**config.mk**
```make
export PLATFORM = sky130hd
export DESIGN_NAME = tmr_irq_router
export DESIGN_NICKNAME = d
export VERILOG_FILES = /design/src/rtl/tir_pkg.sv /design/src/rtl/tir_chan_state.sv /design/src/rtl/tir_route_mux.sv /design/src/rtl/tir_legacy_gate.sv /design/src/rtl/tmr_irq_router.sv
export SDC_FILE = /design/constraint.sdc
export NUM_CORES = 1
export LEC_CHECK = 0
export ABC_AREA = 1
export BUFFER_PORTS_ARGS = -buffer_cell sky130_fd_sc_hd__buf_2
export CORE_UTILIZATION = 50
export CTS_BUF_LIST = sky130_fd_sc_hd__clkbuf_4 sky130_fd_sc_hd__clkbuf_8
export DETAILED_ROUTE_END_ITERATION = 10
export GPL_TIMING_DRIVEN = 0
export PLACE_DENSITY = 0.83
export RECOVER_POWER = 100
export REMOVE_ABC_BUFFERS = 1
export SYNTH_ARGS = -nofsm -noshare
export SYNTH_HDL_FRONTEND = slang
export SYNTH_HIERARCHICAL = 1
export SYNTH_SLANG_ARGS = --single-unit
export TNS_END_PERCENT = 50
```
**constraint.sdc**
```tcl
create_clock -name clk -period 1.8 [get_ports clk]
set_input_delay 0.27 -clock clk [delete_from_list [all_inputs] [get_ports clk]]
set_output_delay 0.27 -clock clk [all_outputs]
set_load 0.005 [all_outputs]
```
**src/rtl/tir_pkg.sv**
```systemverilog
// Package: shared sizing for the timer interrupt router.
// Assumes a power-of-two line count so the route field is exactly log2 wide.
package tir_pkg;
    localparam int TIR_LINES  = 32;
    localparam int TIR_LEG_A  = 0;   // line taken by channel 0 / legacy input 0
    localparam int TIR_LEG_B  = 8;   // line taken by channel 1 / legacy input 1
    localparam int TIR_ROUTEW = $clog2(TIR_LINES);
endpackage

```
**src/rtl/tir_chan_state.sv**
```systemverilog
// Module: status bit and edge pulse of one timer channel.
// Assumes expire is a single-cycle pulse. Output act is high whenever the
// channel wants its line asserted.
module tir_chan_state (
    input  logic clk,
    input  logic rst_n,
    input  logic expire,
    input  logic ch_en,
    input  logic glb_en,
    input  logic is_level,
    input  logic clr_req,
    output logic sts_q,
    output logic act
);
    logic live;
    logic pls_q;

    assign live = ch_en && glb_en;

    // Status bit: forced clear when not live, set by level expiry, write-one-clear.
    always_ff @(posedge clk) begin
        if (!rst_n) begin
            sts_q <= 1'b0;
        end else if (!live) begin
            sts_q <= 1'b0;
        end else if (expire && is_level) begin
            sts_q <= 1'b1;
        end else if (clr_req) begin
            sts_q <= 1'b0;
        end
    end

    // Edge pulse: one cycle high after an edge-type expiry.
    always_ff @(posedge clk) begin
        if (!rst_n) pls_q <= 1'b0;
        else        pls_q <= expire && live && !is_level;
    end

    assign act = sts_q || pls_q;

    AST_OFF_CLEARS: assert property (@(posedge clk) disable iff (!rst_n)
        !live |=> !sts_q);
    AST_LEVEL_SETS: assert property (@(posedge clk) disable iff (!rst_n)
        (expire && live && is_level) |=> sts_q);
    AST_EDGE_NO_STS: assert property (@(posedge clk) disable iff (!rst_n)
        (expire && !is_level && !sts_q) |=> !sts_q);
    AST_W0_HOLDS: assert property (@(posedge clk) disable iff (!rst_n)
        (sts_q && live && !clr_req) |=> sts_q);
    AST_W1_CLEARS: assert property (@(posedge clk) disable iff (!rst_n)
        (sts_q && clr_req && !(expire && is_level)) |=> !sts_q);
endmodule

```
**src/rtl/tir_route_mux.sv**
```systemverilog
// Module: maps active channels onto interrupt lines.
// In compatibility mode, channel 0 and channel 1 ignore their route fields.
// Several channels on one line are ORed. The logic is purely combinational.
module tir_route_mux #(
    parameter int NUM_CH    = 4,
    parameter int NUM_LINES = 32,
    parameter int LEG_A     = 0,
    parameter int LEG_B     = 8,
    localparam int RW       = $clog2(NUM_LINES)
) (
    input  logic                  clk,
    input  logic                  rst_n,
    input  logic [NUM_CH-1:0]     ch_act,
    input  logic [NUM_CH*RW-1:0]  ch_route,
    input  logic                  mode_q,
    output logic [NUM_LINES-1:0]  tmr_lines
);
    logic [RW-1:0] eff_route [NUM_CH];

    // Effective route per channel: fixed lines for channels 0/1 in mode.
    for (genvar c = 0; c < NUM_CH; c++) begin : g_eff
        if (c == 0) begin : g_c0
            assign eff_route[c] = mode_q ? RW'(LEG_A) : ch_route[c*RW +: RW];
        end else if (c == 1) begin : g_c1
            assign eff_route[c] = mode_q ? RW'(LEG_B) : ch_route[c*RW +: RW];
        end else begin : g_cn
            assign eff_route[c] = ch_route[c*RW +: RW];
        end
    end

    // Line decode: OR of every active channel routed to each line.
    always_comb begin
        tmr_lines = '0;
        for (int c = 0; c < NUM_CH; c++) begin
            if (ch_act[c]) tmr_lines[eff_route[c]] = 1'b1;
        end
    end

    AST_MODE_CH0: assert property (@(posedge clk) disable iff (!rst_n)
        (mode_q && ch_act[0]) |-> tmr_lines[LEG_A]);
    AST_MODE_CH1: assert property (@(posedge clk) disable iff (!rst_n)
        (mode_q && ch_act[1]) |-> tmr_lines[LEG_B]);
    AST_FIELD_ROUTE: assert property (@(posedge clk) disable iff (!rst_n)
        (!mode_q && ch_act[NUM_CH-1]) |-> tmr_lines[ch_route[(NUM_CH-1)*RW +: RW]]);
endmodule

```
**src/rtl/tir_legacy_gate.sv**
```systemverilog
// Module: registers the mode request and both legacy inputs, and gates the inputs.
// Assumes the legacy inputs are slow levels. One register of latency is acceptable.
module tir_legacy_gate #(
    parameter int NUM_LINES = 32,
    parameter int LEG_A     = 0,
    parameter int LEG_B     = 8
) (
    input  logic                 clk,
    input  logic                 rst_n,
    input  logic                 mode_req,
    input  logic                 in0,
    input  logic                 in1,
    output logic                 mode_q,
    output logic                 tick_en,
    output logic [NUM_LINES-1:0] leg_lines
);
    logic in0_q;
    logic in1_q;

    // Mode and input latches.
    always_ff @(posedge clk) begin
        if (!rst_n) begin
            mode_q <= 1'b0;
            in0_q  <= 1'b0;
            in1_q  <= 1'b0;
        end else begin
            mode_q <= mode_req;
            in0_q  <= in0;
            in1_q  <= in1;
        end
    end

    // Pass latched inputs only outside the mode.
    always_comb begin
        leg_lines        = '0;
        leg_lines[LEG_A] = in0_q && !mode_q;
        leg_lines[LEG_B] = in1_q && !mode_q;
    end

    assign tick_en = !mode_q;
endmodule

```
**src/rtl/tmr_irq_router.sv**
```systemverilog
// Module: top of the timer interrupt router.
// Holds per-channel status, routes channel activity to lines, and merges gated legacy inputs.
// Assumes expiry pulses are one cycle wide and synchronous to clk.
module tmr_irq_router
    import tir_pkg::*;
#(
    parameter int NUM_CH = 4,
    localparam int RW    = TIR_ROUTEW
) (
    input  logic                  clk,
    input  logic                  rst_n,
    input  logic [NUM_CH-1:0]     ch_expire,
    input  logic [NUM_CH*RW-1:0]  ch_route,
    input  logic [NUM_CH-1:0]     ch_level,
    input  logic [NUM_CH-1:0]     ch_enable,
    input  logic                  glb_enable,
    input  logic                  compat_mode,
    input  logic                  legacy_in0,
    input  logic                  legacy_in1,
    input  logic                  sts_wr,
    input  logic [NUM_CH-1:0]     sts_wdata,
    output logic [TIR_LINES-1:0]  irq_lines,
    output logic [NUM_CH-1:0]     irq_status,
    output logic                  legacy_tick_en
);
    logic [NUM_CH-1:0]    ch_act;
    logic [TIR_LINES-1:0] tmr_lines;
    logic [TIR_LINES-1:0] leg_lines;
    logic                 mode_q;

    // One status/pulse tracker per channel.
    for (genvar c = 0; c < NUM_CH; c++) begin : g_ch
        tir_chan_state u_ch (
            .clk      (clk),
            .rst_n    (rst_n),
            .expire   (ch_expire[c]),
            .ch_en    (ch_enable[c]),
            .glb_en   (glb_enable),
            .is_level (ch_level[c]),
            .clr_req  (sts_wr && sts_wdata[c]),
            .sts_q    (irq_status[c]),
            .act      (ch_act[c])
        );
    end

    tir_legacy_gate #(
        .NUM_LINES (TIR_LINES),
        .LEG_A     (TIR_LEG_A),
        .LEG_B     (TIR_LEG_B)
    ) u_leg (
        .clk       (clk),
        .rst_n     (rst_n),
        .mode_req  (compat_mode),
        .in0       (legacy_in0),
        .in1       (legacy_in1),
        .mode_q    (mode_q),
        .tick_en   (legacy_tick_en),
        .leg_lines (leg_lines)
    );

    tir_route_mux #(
        .NUM_CH    (NUM_CH),
        .NUM_LINES (TIR_LINES),
        .LEG_A     (TIR_LEG_A),
        .LEG_B     (TIR_LEG_B)
    ) u_mux (
        .clk       (clk),
        .rst_n     (rst_n),
        .ch_act    (ch_act),
        .ch_route  (ch_route),
        .mode_q    (mode_q),
        .tmr_lines (tmr_lines)
    );

    // Output merge: timers and legacy sources share lines by OR.
    assign irq_lines = tmr_lines | leg_lines;

    AST_TICK_OFF: assert property (@(posedge clk) disable iff (!rst_n)
        compat_mode |=> !legacy_tick_en);
    AST_TICK_ON: assert property (@(posedge clk) disable iff (!rst_n)
        !compat_mode |=> legacy_tick_en);
    AST_PASS_B: assert property (@(posedge clk) disable iff (!rst_n)
        (!compat_mode && legacy_in1) |=> irq_lines[TIR_LEG_B]);
    AST_PASS_A: assert property (@(posedge clk) disable iff (!rst_n)
        (!compat_mode && legacy_in0) |=> irq_lines[TIR_LEG_A]);
endmodule

```
---- After elaboration in Yosys (flattened, before gate mapping) ----
Index checks and enable logic that the tools add are counted.
cells by class
  $lt $le $gt $ge ......................... 8
  muxes and demuxes ....................... 22
  bitwise gates (word level) .............. 4
  reduce and logical (&&, ||, !) cells .... 43
operators with widths
  cell                  number
  $mux W32              4
  $or A32 B32 Y32       3
  $or A32 B9 Y32        1
  $logic_and A1 B1 Y1   26
  $lt A5 B6 Y1 const B  4
  $demux W1 S5          4
  $ge A5 B1 Y1 const B  4
  $mux W1               12
  $mux W5               2
  $reduce_and A2 Y1     4
  $reduce_bool A2 Y1    4
  $logic_not A1 Y1      5
  $logic_or A1 B1 Y1    4
word-level totals
  bits in registers ....................... 11
  output and inout bits ................... 37
  logic and storage cells ................. 88

---- Depth between registers and ports, before layout ----
Gate-level depths: netlist of run 1.
  depth in word-level cells ............... 13
  gate-level depth with buffers ........... 9

---- Modules after synthesis ----
The synthesis of run 1 kept the hierarchy.
modules (own cells, without submodules)
  module           times used  cells an instance  area an instance (um2)  sequential area each (um2)
  tir_route_mux    1           299                1,282.5                 0.0
  tmr_irq_router   1           104                390.4                   0.0
  tir_chan_state   4           11                 82.6                    40.0
  tir_legacy_gate  1           45                 330.3                   60.1

---- Worst setup path before layout of run 1 ----
OpenSTA, ideal clock, no wires.
  path type ............................... reg-to-output
  start ................................... register g_ch[1].u_ch.sts_q
  end ..................................... output port irq_lines[13]
  arrival time ............................ 1.162 ns
  required time ........................... 1.530 ns
  path slack .............................. 0.368 ns
  cell stages (with the launch flop) ...... 8
  cell sequence ........................... dfxtp_1 -> or2_1 -> inv_1 -> nor3_2 -> nand2_1 -> nand3_1 -> inv_1 -> nand2_1
between the ends
  cells in the longest elaborated chain, start to end .. 7
ends and longest elaborated chain
  item                       RTL line              text
  from (decl)                tir_chan_state.sv:12  output logic sts_q,
  from (signal assigned)     tir_chan_state.sv:23  sts_q <= 1'b0;
  from (signal assigned)     tir_chan_state.sv:25  sts_q <= 1'b0;
  from (signal assigned)     tir_chan_state.sv:27  sts_q <= 1'b1;
  $logic_or A1 B1 Y1 (*)     tir_chan_state.sv:39  assign act = sts_q || pls_q;
  via ch_act[1]              tmr_irq_router.sv:26  logic [NUM_CH-1:0] ch_act;
  $mux W32 (*)               tir_route_mux.sv:35   if (ch_act[c]) tmr_lines[eff_route[c]] = 1'b1;
  $or A32 B32 Y32 (no line)  -
  $mux W32 (*)               tir_route_mux.sv:35
  $or A32 B32 Y32 (no line)  -
  $mux W32 (*)               tir_route_mux.sv:35
  via tmr_lines[13]          tmr_irq_router.sv:27  logic [TIR_LINES-1:0] tmr_lines;
  $or A32 B9 Y32 (*)         tmr_irq_router.sv:76  assign irq_lines = tmr_lines | leg_lines;
  to (decl)                  tmr_irq_router.sv:22  output logic [TIR_LINES-1:0] irq_lines,
Mark *: on every way through the listed nets, which the timed path passes. The rest lies on a longest branch.

---- Worst setup path in the final report of run 1 ----
  start ................................... register g_ch[0].u_ch.sts_q
  end ..................................... output port irq_lines[2]
between the ends
  cells in the longest elaborated chain, start to end .. 9
ends and longest elaborated chain
  item                       RTL line
  from (decl)                tir_chan_state.sv:12
  from (signal assigned)     tir_chan_state.sv:23
  from (signal assigned)     tir_chan_state.sv:25
  from (signal assigned)     tir_chan_state.sv:27
  $logic_or A1 B1 Y1 (*)     tir_chan_state.sv:39
  via ch_act[0]              tmr_irq_router.sv:26
  $mux W32 (*)               tir_route_mux.sv:35
  $or A32 B32 Y32 (no line)  -
  $mux W32 (*)               tir_route_mux.sv:35
  $or A32 B32 Y32 (no line)  -
  $mux W32 (*)               tir_route_mux.sv:35
  $or A32 B32 Y32 (no line)  -
  $mux W32 (*)               tir_route_mux.sv:35
  via tmr_lines[2]           tmr_irq_router.sv:27
  $or A32 B9 Y32 (*)         tmr_irq_router.sv:76
Marked as above.

==> run_summary.xml, run 1 <==
<?xml version="1.0" encoding="UTF-8"?>
<metrics>
  <group name="run_status">
    <metric name="run_status" unit="">finished with violations</metric>
    <metric name="failed_checks" unit="">negative setup slack</metric>
  </group>
  <group name="place">
    <metric name="dp_hpwl" unit="µm">5220</metric>
    <metric name="portBuffers" unit="">79</metric>
    <metric name="gp_congestion" unit="">0.964</metric>
  </group>
  <group name="floorplanning">
    <metric name="floorplan.initialDensity" unit="%">52.9</metric>
    <metric name="coreArea" unit="µm²">4410</metric>
    <metric name="row_count" unit="">24</metric>
    <metric name="die-area" unit="µm²">4940</metric>
    <metric name="ios" unit="">80</metric>
    <metric name="die_x" unit="µm">70.3</metric>
    <metric name="die-height" unit="µm">70.3</metric>
  </group>
  <group name="timing">
    <metric name="fin_ws" unit="ps">-65.2</metric>
    <metric name="timing.final.max_slew_violations" unit="">0</metric>
    <metric name="final_hold_viol_count" unit="">0</metric>
    <metric name="finalSetupViolCount" unit="">22</metric>
    <metric name="min_period_over_period" unit="%">104</metric>
    <metric name="final.setup.tns" unit="ps">-461</metric>
    <metric name="fin_crit" unit="ps">1870</metric>
    <metric name="grt_setup_unrepaired" unit="">true</metric>
    <metric name="fin_worst_skew" unit="ps">0</metric>
    <metric name="fmax" unit="MHz">536</metric>
  </group>
  <group name="hold_path">
    <metric name="holdCritStartpoint" unit="">legacy_in0</metric>
    <metric name="timing.hold.worst.class" unit="">in2reg</metric>
    <metric name="hold_depth" unit="">3</metric>
    <metric name="hold-path-endpoint" unit="">u_leg/in0_q</metric>
  </group>
  <group name="grt">
    <metric name="antenna_violations_before_repair" unit="">0</metric>
    <metric name="grt_max_degree" unit="">14</metric>
    <metric name="groute.usage.overall" unit="%">30.2</metric>
    <metric name="first_global_vias" unit="">2955</metric>
    <metric name="grt_first_pass_wirelength" unit="µm">12300</metric>
    <metric name="globalRouteOverflowTotal" unit="">0</metric>
  </group>
  <group name="finish">
    <metric name="nNetsFinal" unit="">625</metric>
    <metric name="flow.area_growth_from_synthesis" unit="%">28.7</metric>
    <metric name="n_antenna_cell" unit="">0</metric>
    <metric name="final_layout_size_suffix_gt1_share" unit="%">25.0</metric>
    <metric name="post-route-util" unit="%">68.0</metric>
    <metric name="n_fill_cell" unit="">427</metric>
  </group>
  <group name="clock_network">
    <metric name="cts_inserted_buffers" unit="">3</metric>
    <metric name="clock_tree.htree_level_count" unit="">1</metric>
    <metric name="cts_num_sinks" unit="">11</metric>
    <metric name="clock_latency" unit="ps">240</metric>
    <metric name="cts.reportedPaths.clkPinSlew" unit="ps">50</metric>
    <metric name="clock_tree_from_tritoncts" unit="">built</metric>
    <metric name="clock_path_buffers" unit="">2</metric>
    <metric name="clk_root_buffer_cell" unit="">clkbuf_8</metric>
  </group>
  <group name="worst_setup_path">
    <metric name="start_kind" unit="">register</metric>
    <metric name="largest_fanout_on_the_critical_path" unit="">3</metric>
    <metric name="critPathTopFamily" unit="">simple AND/OR/NAND/NOR gates</metric>
    <metric name="reg2reg_depth" unit="">2</metric>
    <metric name="crit_chain" unit="">or2_4 &gt; inv_2 &gt; nor3_4 &gt; buf_4 &gt; nand2_1 &gt; nand3_1 &gt; inv_1 &gt; nand2_1 &gt; buf_2</metric>
    <metric name="max_stage_delay" unit="ps">340</metric>
    <metric name="timing.rr.end" unit="">g_ch[0].u_ch/sts_q</metric>
    <metric name="cp_common_cell" unit="">nand2_1</metric>
    <metric name="path_class" unit="">reg2out</metric>
    <metric name="worst_setup_path_end_kind" unit="">output port</metric>
    <metric name="worstSetupPathDepth" unit="">9</metric>
    <metric name="worstPathRequired" unit="ps">1530</metric>
    <metric name="critical_path_buf_inv_count" unit="">4</metric>
    <metric name="critical_path.reg2reg.startpoint" unit="">g_ch[0].u_ch/sts_q</metric>
    <metric name="r2r_setup_slack" unit="ps">1150</metric>
    <metric name="cell_type_of_the_slowest_stage_on_the_worst_timing_path" unit="">dfxtp_2</metric>
    <metric name="critical_path_arrival" unit="ps">1600</metric>
  </group>
  <group name="logic_synthesis">
    <metric name="synth-edff-count" unit="">0</metric>
    <metric name="synth.avg_cell_area" unit="µm²">4.74</metric>
    <metric name="yosys_warnings" unit="">6</metric>
    <metric name="post_synth_top_flop" unit="">dfxtp_1</metric>
    <metric name="sequential_fraction_of_the_synthesis_area" unit="%">9.44</metric>
    <metric name="synth_top_cells_by_area" unit="">nand2_1 22%, nor2_1 19%, inv_1 16%, nand3_1 13%, buf_4 9.7%</metric>
    <metric name="synth_largest_area_cell" unit="">nand2_1</metric>
    <metric name="synth_seq_cells" unit="">11</metric>
    <metric name="synthArstFlopShare" unit="%">0</metric>
    <metric name="post-synth-top-count-cell" unit="">nand2_1</metric>
    <metric name="netlist_instances" unit="">492</metric>
    <metric name="synth.cells.most_frequent" unit="">139 x nand2_1, 118 x nor2_1, 102 x inv_1</metric>
    <metric name="ys_types" unit="">18</metric>
    <metric name="netlist_area" unit="µm²">2330</metric>
    <metric name="synth_top_cell_area_share" unit="%">22.4</metric>
  </group>
  <group name="detailed_routing">
    <metric name="drt-initial-drc-count" unit="">350</metric>
    <metric name="drt-vias-per-instance" unit="">5.10</metric>
    <metric name="finalWirelength" unit="µm">7660</metric>
    <metric name="routed-via-count" unit="">3229</metric>
    <metric name="wl_per_cell" unit="µm">12.1</metric>
    <metric name="final_antenna_net_count" unit="">0</metric>
    <metric name="dr.pass1.iters" unit="">5</metric>
    <metric name="remaining_drc_errors" unit="">0</metric>
  </group>
  <group name="power_and_ir_drop">
    <metric name="power.share.combinational" unit="%">41.5</metric>
    <metric name="power_report.internal_total" unit="mW">0.551</metric>
    <metric name="power-per-cell-area" unit="nW/µm²">297</metric>
    <metric name="vdd_drop_max" unit="V">0.000485</metric>
    <metric name="switchingPower" unit="mW">0.339</metric>
    <metric name="switching_share" unit="%">38.1</metric>
    <metric name="power_frac_seq" unit="%">28.9</metric>
    <metric name="power_frac_clock" unit="%">29.6</metric>
    <metric name="p_leak" unit="nW">1.48</metric>
  </group>
  <group name="run">
    <metric name="max_cap_viol_count" unit="">0</metric>
  </group>
</metrics>
-- worst min-delay path, delay by kind of cell --
kind,cells,cell delay [ps]
buffers and inverters,2,110
AND/OR/NAND/NOR,1,40
-- power groups by stage --
stage | clock network [mW] | logic (mW) | registers [mW]
6_report | 0.264 | 0.369 | 0.257
5_1_grt | 0.282 | 0.408 | 0.257
4_1_cts | 0.270 | 0.336 | 0.256
3_5_place_dp | 0 | 0.307 | 0.261
3_3_place_gp | 0 | 0.299 | 0.260
2_1_floorplan | 0 | 0.166 | 0.259
-- layer usage --
layer	wire length (µm)	vias up	part of all wire, %	track usage, %
li1	-	1567	-	-
met1	2930	1396	38	37.4
met2	3610	227	47	52.3
met3	848	39	11	3.90
met4	273	0	3.6	12.0
met5	0	-	0	0
-- how the worst max path moves through the flow --
stage	startpoint	end	slack, ps
floorplan	u_leg/mode_q	irq_lines[11]	320
global placement	u_leg/mode_q	irq_lines[31]	-170
detailed placement	u_leg/mode_q	irq_lines[31]	-210
CTS	u_leg/mode_q	irq_lines[8]	-10
global route	g_ch[0].u_ch/sts_q	irq_lines[2]	-140
finish	g_ch[0].u_ch/sts_q	irq_lines[2]	-70
-- state kept, by name (all words and copies together), names as in the netlist --
signal           flops
u_leg/mode_q         1
u_leg/in0_q          1
u_leg/in1_q          1
g_ch.u_ch/sts_q      4
g_ch.u_ch/pls_q      4
-- what timing repair did --
item	in CTS	in global routing
setup buffers	8	0
gates resized for setup	36	28
hold buffers	0	0
pin swaps	6	8
setup endpoints to repair	32	32
-- cell families after synthesis --
kind of cell / after synthesis / share of synthesized area [%]
AND/OR/NAND/NOR: 341 / 62.0
buffers and inverters: 135 / 26.9
flip-flops: 11 / 9.44
AO/OA/AOI/OAI: 4 / 1.50
other: 1 / 0.161
-- metrics by stage --
step	cell area [µm²]	power (mW)	instances	hold WS, ps	worst slack [ps]
2_1_floorplan	2210	0.425	490	363	317
3_3_place_gp	2670	0.559	621	448	-174
3_5_place_dp	2670	0.568	621	453	-207
4_1_cts	2920	0.862	633	208	-13.7
5_1_grt	3000	0.947	633	219	-139
6_report	3000	0.891	633	217	-65.2
-- placed cells by master (no fill, tap or decap) --
| master | synthesis | layout |
|---|---|---|
| inv_1 | 102 | 100 |
| nor3_4 | 1 | 4 |
| buf_6 | 1 | 3 |
| nor2_4 | 1 | 7 |
| a21oi_1 | 0 | 4 |
| nand3b_1 | 2 | 2 |
| inv_2 | 2 | 3 |
| nand3_1 | 61 | 52 |
| dfxtp_1 | 11 | 9 |
| inv_8 | 0 | 1 |
| dfxtp_4 | 0 | 1 |
| or2_4 | 0 | 4 |
| dfxtp_2 | 0 | 1 |
| conb_1 | 1 | 30 |
| nor2_1 | 118 | 107 |
| nor2_2 | 7 | 12 |
| nand2_8 | 0 | 1 |
| nand2_4 | 1 | 3 |
| clkbuf_8 | 0 | 3 |
| clkbuf_4 | 0 | 1 |
| nand3_4 | 0 | 6 |
| nand2_2 | 4 | 9 |
| clkbuf_1 | 0 | 1 |
| nand2_1 | 139 | 131 |
| buf_2 | 0 | 78 |
| buf_4 | 30 | 5 |
| nand3_2 | 0 | 3 |
-- final cells by class --
cell class	count	area, µm²	area share, %
well taps	52	65.1	2.17
inverters	104	398	13.3
flip-flops and latches	11	225	7.50
repair buffers	87	465	15.5
clock buffers	4	48.8	1.62
multi-input cells	375	1800	60.0
Note: power is estimated with default switching activity, not from simulation.
==> inputs of run 2 (changes only) <==
Settings changed: CORE_UTILIZATION 50 to 45, PLACE_DENSITY 0.83 to 0.76.
==> run_summary.xml, run 2 (synthesis results as in run 1) <==
<?xml version="1.0" encoding="UTF-8"?>
<metrics>
  <group name="run_status">
    <metric name="run_status" unit="">finished with violations</metric>
    <metric name="failed_checks" unit="">negative setup slack</metric>
  </group>
  <group name="worst_setup_path">
    <metric name="reg2reg_depth" unit="">3</metric>
    <metric name="cell_type_of_the_slowest_stage_on_the_worst_timing_path" unit="">dfxtp_4</metric>
    <metric name="worstPathRequired" unit="ps">1530</metric>
    <metric name="critPathTopFamily" unit="">simple AND/OR/NAND/NOR gates</metric>
    <metric name="path_class" unit="">reg2out</metric>
    <metric name="worst_setup_path_end_kind" unit="">output port</metric>
    <metric name="critical_path.reg2reg.startpoint" unit="">g_ch[0].u_ch/sts_q</metric>
    <metric name="start_kind" unit="">register</metric>
    <metric name="timing.rr.end" unit="">g_ch[0].u_ch/sts_q</metric>
    <metric name="r2r_setup_slack" unit="ps">1110</metric>
    <metric name="crit_chain" unit="">inv_8 &gt; nand2_4 &gt; inv_1 &gt; nor2_4 &gt; nand2_1 &gt; nand3_1 &gt; inv_1 &gt; nand2_1 &gt; buf_2</metric>
    <metric name="max_stage_delay" unit="ps">420</metric>
    <metric name="largest_fanout_on_the_critical_path" unit="">8</metric>
    <metric name="critical_path_buf_inv_count" unit="">4</metric>
    <metric name="critical_path_arrival" unit="ps">1590</metric>
  </group>
  <group name="grt">
    <metric name="grt_max_degree" unit="">9</metric>
    <metric name="first_global_vias" unit="">2828</metric>
    <metric name="globalRouteOverflowTotal" unit="">0</metric>
    <metric name="antenna_violations_before_repair" unit="">0</metric>
    <metric name="groute.usage.overall" unit="%">28.9</metric>
    <metric name="grt_first_pass_wirelength" unit="µm">12200</metric>
  </group>
  <group name="clock_network">
    <metric name="cts_num_sinks" unit="">11</metric>
    <metric name="clock_tree_from_tritoncts" unit="">built</metric>
    <metric name="cts.reportedPaths.clkPinSlew" unit="ps">50</metric>
    <metric name="clock_tree.htree_level_count" unit="">1</metric>
    <metric name="cts_inserted_buffers" unit="">3</metric>
    <metric name="quantity_of_hold_fixing_buffers_added_after_cts" unit="">0</metric>
    <metric name="clock_latency" unit="ps">240</metric>
    <metric name="clock_path_buffers" unit="">2</metric>
    <metric name="clk_root_buffer_cell" unit="">clkbuf_8</metric>
  </group>
  <group name="timing">
    <metric name="timing.final.max_slew_violations" unit="">0</metric>
    <metric name="fin_crit" unit="ps">1860</metric>
    <metric name="final.setup.tns" unit="ps">-344</metric>
    <metric name="final_hold_viol_count" unit="">0</metric>
    <metric name="fmax" unit="MHz">538</metric>
    <metric name="fin_worst_hold_slack" unit="ps">207</metric>
    <metric name="finalSetupViolCount" unit="">14</metric>
    <metric name="min_period_over_period" unit="%">103</metric>
    <metric name="fin_worst_skew" unit="ps">0</metric>
    <metric name="fin_ws" unit="ps">-59.7</metric>
    <metric name="grt_setup_unrepaired" unit="">true</metric>
  </group>
  <group name="hold_path">
    <metric name="holdCritStartpoint" unit="">compat_mode</metric>
    <metric name="hold-path-endpoint" unit="">u_leg/mode_q</metric>
    <metric name="hold_depth" unit="">3</metric>
    <metric name="timing.hold.worst.class" unit="">in2reg</metric>
  </group>
  <group name="detailed_routing">
    <metric name="wl_per_cell" unit="µm">11.6</metric>
    <metric name="remaining_drc_errors" unit="">0</metric>
    <metric name="drt-vias-per-instance" unit="">4.74</metric>
    <metric name="final_antenna_net_count" unit="">0</metric>
    <metric name="finalWirelength" unit="µm">7540</metric>
    <metric name="dr.pass1.iters" unit="">5</metric>
    <metric name="routed-via-count" unit="">3088</metric>
    <metric name="drt-initial-drc-count" unit="">180</metric>
  </group>
  <group name="finish">
    <metric name="flow.area_growth_from_synthesis" unit="%">32.5</metric>
    <metric name="final_layout_size_suffix_gt1_share" unit="%">26.2</metric>
    <metric name="fin_area" unit="µm²">3090</metric>
    <metric name="n_fill_cell" unit="">479</metric>
    <metric name="top_regs" unit="">g_ch.u_ch/pls_q x4, g_ch.u_ch/sts_q x4</metric>
    <metric name="nNetsFinal" unit="">629</metric>
    <metric name="post-route-util" unit="%">63.8</metric>
    <metric name="n_antenna_cell" unit="">0</metric>
    <metric name="commonest_non_fill_non_tap_cells_in_the_layout" unit="">132 x nand2_1, 106 x nor2_1, 100 x inv_1</metric>
    <metric name="layout.cells.most_common" unit="">nand2_1</metric>
  </group>
  <group name="floorplanning">
    <metric name="die-height" unit="µm">74.0</metric>
    <metric name="coreArea" unit="µm²">4850</metric>
    <metric name="row_count" unit="">25</metric>
    <metric name="ios" unit="">80</metric>
    <metric name="die-area" unit="µm²">5480</metric>
    <metric name="die_x" unit="µm">74.0</metric>
    <metric name="floorplan.initialDensity" unit="%">48.1</metric>
  </group>
  <group name="place">
    <metric name="dp_hpwl" unit="µm">5400</metric>
    <metric name="portBuffers" unit="">79</metric>
    <metric name="gp_congestion" unit="">0.938</metric>
    <metric name="placedInstanceArea" unit="µm²">2690</metric>
  </group>
  <group name="power_and_ir_drop">
    <metric name="vdd_drop_max" unit="V">0.000340</metric>
    <metric name="p_leak" unit="nW">1.51</metric>
    <metric name="power-per-cell-area" unit="nW/µm²">290</metric>
  </group>
  <group name="run">
    <metric name="max_cap_viol_count" unit="">0</metric>
  </group>
</metrics>
-- run 2: cell count changes in the layout (fill, tap and decap cells not counted), sizes merged --
cell	delta
buf	+3
inv	+1
-- run 2: cell type report --
cell class	instances	area [µm²]	share of cell area, %
Timing Repair inverter	1	6.26	0.202
Tap cell	67	83.8	2.71
Timing Repair Buffer	90	504	16.3
Multi-Input combinational cell	375	1820	58.9
Inverter	104	400	13.0
Clock buffer	4	48.8	1.58
Sequential cell	11	228	7.37
-- run 2: per-stage QoR --
stage	worst slack [ps]	power, mW	std cells
final	-59.7	0.898	652
after global routing	-127	0.970	652
after CTS	0.0877	0.868	649
after detailed placement	-256	0.568	636
after global placement	-223	0.562	636
after floorplan	317	0.425	490
-- run 2: report_power, final --
group | switching [mW] | total (mW) | internal, mW
combinational | 0.239 | 0.372 | 0.133
clock | 0.0981 | 0.269 | 0.171
sequential | 0.00647 | 0.257 | 0.250
-- run 2: routing by layer --
metal	wire length (µm)	track usage [%]	share of wire, %
met3	667	5.56	8.9
met4	368	13.5	4.9
met1	2950	33.4	39
met2	3550	51.2	47
met5	0	0	0
-- run 2: how the worst max path moves through the flow --
stage	startpoint	end	slack [ps]	cells past startpoint
after CTS	u_leg/mode_q	irq_lines[5]	0.09	9
final	u_leg/mode_q	irq_lines[0]	-60	9
after global routing	u_leg/mode_q	irq_lines[24]	-130	8
after floorplan	u_leg/mode_q	irq_lines[11]	320	7
after detailed placement	u_leg/mode_q	irq_lines[11]	-260	8
after global placement	u_leg/mode_q	irq_lines[11]	-220	8
-- run 2: repair_timing --
action,CTS,global route
endpoints found under the hold margin,0,0
endpoints found under the setup margin,32,32
cloned,1,0
pin swaps,14,30
setup buffers,8,3
resized for setup,37,33
-- run 2: worst register-to-register path: cells and delay by family (launching register included) --
kind            cells  cell delay (ps)
flops               1              320
buf+inv             1              100
compound gates      1              130
simple gates        1               50
